### src/rtl/insn_len_pkg.sv
package insn_len_pkg;
  localparam int BYTE_W = 8;
  localparam int WORD_W = 2 * BYTE_W;
  localparam int LEN_W  = 3;
  localparam int DCNT_W = 2;

  typedef enum logic [2:0] {
    ST_OPC, ST_MODRM, ST_DLO, ST_DHI, ST_ILO, ST_IHI
  } parse_st_e;

  typedef enum logic [1:0] {
    OC_BAD, OC_PUSH, OC_GRP
  } opc_kind_e;
endpackage

### src/rtl/insn_opc_class.sv
module insn_opc_class
  import insn_len_pkg::*;
#(
  parameter logic [BYTE_W-1:0] PUSH_BASE = 8'h50,
  parameter logic [BYTE_W-1:0] GRP_OPC   = 8'h81
) (
  input  logic [BYTE_W-1:0] opc,
  output opc_kind_e         kind,
  output logic [2:0]        push_reg
);
  always_comb begin
    push_reg = opc[2:0];
    if (opc[BYTE_W-1:3] == PUSH_BASE[BYTE_W-1:3]) kind = OC_PUSH;
    else if (opc == GRP_OPC)                     kind = OC_GRP;
    else                                         kind = OC_BAD;
  end
endmodule

### src/rtl/insn_modrm_disp.sv
module insn_modrm_disp
  import insn_len_pkg::*;
#(
  parameter logic [2:0] DIRECT_RM = 3'b110
) (
  input  logic [1:0]        mode,
  input  logic [2:0]        rm,
  output logic [DCNT_W-1:0] disp_bytes
);
  always_comb begin
    unique case (mode)
      2'b00:   disp_bytes = (rm == DIRECT_RM) ? DCNT_W'(2) : DCNT_W'(0);
      2'b01:   disp_bytes = DCNT_W'(1);
      2'b10:   disp_bytes = DCNT_W'(2);
      default: disp_bytes = DCNT_W'(0);
    endcase
  end
endmodule

### src/rtl/insn_len_decoder.sv
module insn_len_decoder
  import insn_len_pkg::*;
#(
  parameter logic [BYTE_W-1:0] PUSH_BASE = 8'h50,
  parameter logic [BYTE_W-1:0] GRP_OPC   = 8'h81,
  parameter logic [2:0]        DIRECT_RM = 3'b110
) (
  input  logic              clk,
  input  logic              rst_n,
  input  logic              in_valid,
  input  logic [BYTE_W-1:0] in_byte,
  output logic              in_ready,
  output logic              out_valid,
  input  logic              out_ready,
  output logic [BYTE_W-1:0] out_opcode,
  output logic [1:0]        out_mod,
  output logic [2:0]        out_reg,
  output logic [2:0]        out_rm,
  output logic              out_has_modrm,
  output logic [WORD_W-1:0] out_disp,
  output logic [WORD_W-1:0] out_imm,
  output logic [LEN_W-1:0]  out_len,
  output logic              out_bad
);
  parse_st_e          st_q;
  opc_kind_e          kind;
  logic [2:0]         push_reg;
  logic [DCNT_W-1:0]  dcnt_w, dcnt_q;
  logic               accept;

  assign in_ready = !out_valid;
  assign accept   = in_valid && in_ready;

  insn_opc_class #(.PUSH_BASE(PUSH_BASE), .GRP_OPC(GRP_OPC)) u_cls (
    .opc(in_byte), .kind(kind), .push_reg(push_reg)
  );

  insn_modrm_disp #(.DIRECT_RM(DIRECT_RM)) u_dsp (
    .mode(in_byte[7:6]), .rm(in_byte[2:0]), .disp_bytes(dcnt_w)
  );

  always_ff @(posedge clk) begin
    if (!rst_n) begin
      st_q          <= ST_OPC;
      dcnt_q        <= '0;
      out_valid     <= 1'b0;
      out_opcode    <= '0;
      out_mod       <= '0;
      out_reg       <= '0;
      out_rm        <= '0;
      out_has_modrm <= 1'b0;
      out_disp      <= '0;
      out_imm       <= '0;
      out_len       <= '0;
      out_bad       <= 1'b0;
    end else begin
      if (out_valid && out_ready) out_valid <= 1'b0;
      if (accept) begin
        out_len <= (st_q == ST_OPC) ? LEN_W'(1) : out_len + LEN_W'(1);
        unique case (st_q)
          ST_OPC: begin
            out_opcode    <= in_byte;
            out_mod       <= '0;
            out_reg       <= '0;
            out_rm        <= '0;
            out_has_modrm <= 1'b0;
            out_disp      <= '0;
            out_imm       <= '0;
            out_bad       <= 1'b0;
            unique case (kind)
              OC_PUSH: begin
                out_mod   <= 2'b11;
                out_reg   <= push_reg;
                out_valid <= 1'b1;
              end
              OC_GRP:  st_q <= ST_MODRM;
              default: begin
                out_bad   <= 1'b1;
                out_valid <= 1'b1;
              end
            endcase
          end
          ST_MODRM: begin
            out_mod       <= in_byte[7:6];
            out_reg       <= in_byte[5:3];
            out_rm        <= in_byte[2:0];
            out_has_modrm <= 1'b1;
            dcnt_q        <= dcnt_w;
            st_q          <= (dcnt_w == '0) ? ST_ILO : ST_DLO;
          end
          ST_DLO: begin
            out_disp <= (dcnt_q == DCNT_W'(1))
                        ? {{(WORD_W-BYTE_W){in_byte[BYTE_W-1]}}, in_byte}
                        : {{(WORD_W-BYTE_W){1'b0}}, in_byte};
            st_q     <= (dcnt_q == DCNT_W'(2)) ? ST_DHI : ST_ILO;
          end
          ST_DHI: begin
            out_disp[WORD_W-1:BYTE_W] <= in_byte;
            st_q                      <= ST_ILO;
          end
          ST_ILO: begin
            out_imm[BYTE_W-1:0] <= in_byte;
            st_q                <= ST_IHI;
          end
          ST_IHI: begin
            out_imm[WORD_W-1:BYTE_W] <= in_byte;
            out_valid                <= 1'b1;
            st_q                     <= ST_OPC;
          end
          default: st_q <= ST_OPC;
        endcase
      end
    end
  end
endmodule

### config.mk
export PLATFORM = sky130hd
export DESIGN_NAME = insn_len_decoder
export DESIGN_NICKNAME = d
export VERILOG_FILES = /design/src/rtl/insn_len_pkg.sv /design/src/rtl/insn_opc_class.sv /design/src/rtl/insn_modrm_disp.sv /design/src/rtl/insn_len_decoder.sv
export SDC_FILE = /design/constraint.sdc
export NUM_CORES = 1
export LEC_CHECK = 0
export BUFFER_PORTS_ARGS = -buffer_cell sky130_fd_sc_hd__buf_2
export CORE_UTILIZATION = 39
export CTS_BUF_LIST = sky130_fd_sc_hd__clkbuf_2 sky130_fd_sc_hd__clkbuf_4 sky130_fd_sc_hd__clkbuf_8
export CTS_CLUSTER_SIZE = 24
export DETAILED_ROUTE_END_ITERATION = 10
export PLACE_DENSITY = 0.71
export SLEW_MARGIN = 10
export SYNTH_ARGS = -nofsm -noshare
export SYNTH_HDL_FRONTEND = slang
export SYNTH_SLANG_ARGS = --single-unit
### constraint.sdc
create_clock -name clk -period 3 [get_ports clk]
set_input_delay 0.3 -clock clk [delete_from_list [all_inputs] [get_ports clk]]
set_output_delay 0.3 -clock clk [all_outputs]
set_load 0.005 [all_outputs]
### After elaboration in Yosys (flattened, before gate mapping)

Cells that the tools add are included.
Widths: inputs -> output; s select.

* add/sub/neg operators: 1
* eq/ne operators: 15
* reduce and logical (&&, ||, !) cells: 20
* multiplexer cells: 25

Operator list (count)
* $pmux 8 s2: 3
* $pmux 8 s3: 1
* $mux 16: 1
* $reduce_and 2->1: 8
* $mux 3: 5
* $pmux 3 s5: 1
* $pmux 3 s2: 2
* $eq 3x3->1 const B: 3
* $eq 8x8->1 const B: 1
* $mux 2: 4
* $reduce_bool 2->1: 4
* $eq 2x1->1 const B: 3
* $eq 2x2->1 const B: 3
* $eq 3x2->1 const B: 2
* $pmux 2 s3: 1
* $eq 5x4->1 const B: 1
* $logic_not 2->1: 2
* $mux 1: 4
* $pmux 1 s2: 2
* $pmux 2 s2: 1
* $add 3x1->3 const B: 1
* $eq 3x1->1 const B: 1
* $logic_not 3->1: 1
* $reduce_bool 3->1: 1
* other kinds (4): 5

* flip-flop bits (word level): 59
* word-level logic and storage cells: 75
* output and inout port bits: 55

### Logic depth before layout (Yosys ltp)

* word-level depth: 7
* gate-level depth with buffers: 6
* mapped depth without buffers: 4

### Modules after synthesis

From an unflattened synthesis, not the netlist that was laid out.

* cell total of the unflattened synthesis: 314
* area, all modules: 2658.8 um^2

By module, submodules not included
* insn_len_decoder: area an instance 2581.2 um^2, cells an instance 302, times used 1
* insn_opc_class: area an instance 55.1 um^2, cells an instance 8, times used 1
* insn_modrm_disp: area an instance 22.5 um^2, cells an instance 4, times used 1

### Worst setup path before layout

Ideal clock, no wire load.

* path type: register to register
* from: reg st_q[0]
* to: reg out_disp[11]
* setup slack: 1434 ps
* arrival time: 1438 ps
* clock period less this slack: 1566 ps
* stages on the path, launching flop included: 7
* cell sequence: dfxtp_1 > buf_2 > nor2b_1 > or3_1 > buf_2 > a222oi_1 > nor2_1

* word-level cells in the longest chain between the ends: 3

RTL lines
* start, declared: line insn_len_decoder.sv:25 `parse_st_e st_q;`
* start signal, assigned: line insn_len_decoder.sv:89 `st_q <= (dcnt_w == '0) ? ST_ILO : ST_DLO;`
* start signal, assigned: line insn_len_decoder.sv:95 `st_q <= (dcnt_q == DCNT_W'(2)) ? ST_DHI : ST_ILO;`
* $eq 3x2->1 / $logic_not 3->1 (equally long branches): line insn_len_decoder.sv:60 `unique case (st_q)`
* $reduce_bool 3->1 (no line)
* $reduce_and 2->1 (no line)
* end signal, assigned: line insn_len_decoder.sv:92 `out_disp <= (dcnt_q == DCNT_W'(1))`
* end signal, assigned by index: line insn_len_decoder.sv:98 `out_disp[WORD_W-1:BYTE_W] <= in_byte;`
* end, declared: line insn_len_decoder.sv:20 `output logic [WORD_W-1:0] out_disp,`

Several ways; a longest one is shown, not always the timed one.
A chain may end at the register's enable or synchronous reset.

### Final worst setup path

* from: reg st_q[1]
* to: reg out_disp[8]

Same word-level chain as after synthesis.

==> impl_metrics.json <==
{
  "synthCells": 297,
  "synth-warning-count": 0,
  "placed_cell_area_um2": 2770,
  "wl_per_cell_um": 14.5,
  "grt_max_degree": 33,
  "path_cells": "nor2b_1, or3_1, a222oi_1, nor2_1",
  "maxSlewViolCount": 0,
  "post_cts.resized_instances": 0,
  "drcViolationCount": 0,
  "max-vdd-ir-drop_mv": 0.293,
  "biggestRegsByFlops": "out_disp (16), out_imm (16), out_opcode (8)",
  "placement.setup.worst_slack_ns": 0.942,
  "detailroute.via_count": 2275,
  "power.density_cell_area_nw_per_um2": 558,
  "rr_startpoint": "st_q[1]",
  "hpwl_mm": 4.21,
  "postRouteWirelength_mm": 6.20,
  "htreeDepth": 3,
  "yosys-top-cells-area": "dfxtp_1 48%, a21oi_1 7.8%, nand2_1 7.5%",
  "criticalPathCategory": "reg2reg",
  "grt_setup_unrepaired": "false",
  "final_util_pct": 49.6,
  "worst_setup_ep_type": "register",
  "layout_worst_path_cycle_share_pct": 70.5,
  "ys_flop_type": "dfxtp_1",
  "static-leakage-power_nw": 1.28,
  "synth.ff_latch_count": 59,
  "synth_adder_area_share_pct": 0.511,
  "drive_gt1_share_pct": 25.0,
  "core_area_um2": 5990,
  "die_x_um": 81.2,
  "run_status": "finished clean",
  "synthesized_net_count": 310,
  "maxCapViolations": 0,
  "netlist.area_leader.share_pct": 48.2,
  "first_global_vias": 2025,
  "postCtsHoldBufs": 0,
  "required_ns": 3.20,
  "synth_enable_flop_cells": 0,
  "timing.critical_path.fanout_max": 23,
  "detail_route.first_pass.iterations": 4,
  "setup_viol": 0,
  "cts_buffers": 9,
  "hold_slack_ns": 0.287,
  "report.final.hold_viol_count": 0,
  "synth_compound_gate_area_share_pct": 20.0,
  "fill_cells": 589,
  "post_synthesis_mux_area_share_pct": 0,
  "area.growth.synth_to_final_pct": 21.4,
  "grt_overflow": 0,
  "finalNonFillerCells": 427,
  "place_congestion": 0.849,
  "ys_async_sr_fraction_pct": 0,
  "cp_slowest_stage_delay_ns": 0.82,
  "hold_class": "in2reg",
  "critical_path.n_buffers_inverters": 0,
  "synth_cell_types": 40,
  "ys_top_cells_by_count": "59 x dfxtp_1, 49 x nand2_1, 38 x a21oi_1, 27 x nor2_1, 20 x clkbuf_1",
  "worst-r2r-cell-count": 4,
  "post_drt_via_cell_ratio": 5.33,
  "initial_core_util_pct": 40.9,
  "reg2reg_slack_ns": 0.89,
  "yosys.area_share.xor_xnor_pct": 0,
  "skew_ns": 0.00785,
  "antenna_found_initial": 0,
  "number_of_standard_cell_rows_in_the_floorplan": 28,
  "cpMaxStageDelayCell": "dfxtp_1",
  "fin_setup_tns_ns": 0,
  "tightestPinTransition_ns": 0.776,
  "final_cell_area_um2": 2970,
  "worst_setup_path_start_kind": "register",
  "clock_tree.buffer_depth": 2,
  "fin_nets": 361,
  "antenna_left": 0,
  "seq_area_frac_synth_pct": 48.2,
  "synth_top_family_by_area": "simple AND/OR/NAND/NOR gates",
  "cts_tree": "yes",
  "buffer_ports.inserted": 66,
  "yosys.area.top_type": "dfxtp_1",
  "fp.dieH_um": 81.2,
  "boundaryPins": 67,
  "cts.sinks": 59,
  "startpoint": "st_q[1]",
  "post-cts-setup-buffers": 0,
  "worst_slack_ns": 0.886,
  "cts_root_buffer": "clkbuf_8",
  "grt_first_pass_wirelength_mm": 9.85,
  "fin_total_pwr_mw": 1.66,
  "drtIter0Drc": 134,
  "crit_cells": 4,
  "path_delay_family": "flip-flops",
  "yosys.cell_count.top_type": "dfxtp_1",
  "timing.slew.headroom_pct": 48.2,
  "post-route-min-period_ns": 2.11,
  "critical_path.reg2reg.endpoint": "out_disp[8]",
  "clock_latency_ns": 0.33,
  "syn_area_per_cell_um2": 8.24,
  "grt_usage_pct": 20.1,
  "diodes": 0,
  "placed_cells": 412,
  "fmax_ghz": 0.473,
  "area_of_the_mapped_netlist_um2": 2450,
  "area_share_of_and_or_nand_nor_cells_after_synthesis_pct": 26.0,
  "critPathArrivalTime_ns": 2.31,
  "floorplan.die_area_um2": 6600,
  "cp-endpoint": "out_disp[8]",
  "clkSlewWorstSetupHoldPaths_ns": 0.06
}
==> logic make-up (layout without fill, tap and decap cells) <==
family | count (synthesis) | count (layout)
buffers and inverters | 32 | 87
AND/OR/NAND/NOR | 127 | 127
AO/OA/AOI/OAI | 78 | 78
flip-flops | 59 | 59
adder cells (fa/ha/maj) | 1 | 1
==> placed cells by master (no fill, tap or decap), drive strengths merged, types with 5 or more instances in the layout <==
master	synthesis	layout
a22oi	12	12
and2	7	7
a21oi	38	38
buf	6	67
dfxtp	59	59
nand2	49	49
nor3	5	5
nor2	27	27
o21ai	10	10
clkbuf	21	13
nand3	18	18
==> how the worst min path moves through the flow <==
stage	start	endpoint	slack, ns	cells after the start
floorplan	in_byte[3]	out_opcode[3]	0.44	2
global placement	out_disp[1]	out_disp[1]	0.44	2
detailed placement	out_disp[0]	out_disp[0]	0.44	2
CTS	rst_n	out_reg[0]	0.27	3
global route	rst_n	st_q[2]	0.30	2
finish	rst_n	out_reg[0]	0.29	3
==> area by class of cell <==
type	count	area [um2]	area share, %
clock buffer	13	166	5.60
clock inverter	2	35.0	1.18
timing repair buffer	67	338	11.4
sequential	59	1180	39.7
inverter	5	18.8	0.632
tap	75	93.8	3.16
multi-input combinational	206	1140	38.3
==> layer usage <==
metal | track usage [%] | wire length, um
met1 | 25.9 | 2700
met2 | 30.8 | 2900
met3 | 3.71 | 463
met4 | 12.9 | 134
met5 | 0 | 0
==> tightest hold or removal path: cells and delay by family <==
family | cells | cell delay (ns)
AOI/OAI and AO/OA | 1 | 0.08
buffers and inverters | 1 | 0.15
and+or+nand+nor | 1 | 0.04
==> where the power goes <==
| part | switching, mW | leakage, nW | total (mW) | internal, mW |
|---|---|---|---|---|
| combinational | 0.0838 | 0.696 | 0.122 | 0.0378 |
| sequential | 0.00965 | 0.478 | 0.809 | 0.799 |
| clock | 0.287 | 0.106 | 0.729 | 0.442 |
| total | 0.381 | 1.28 | 1.66 | 1.28 |
(Power assumes the default switching activity.)
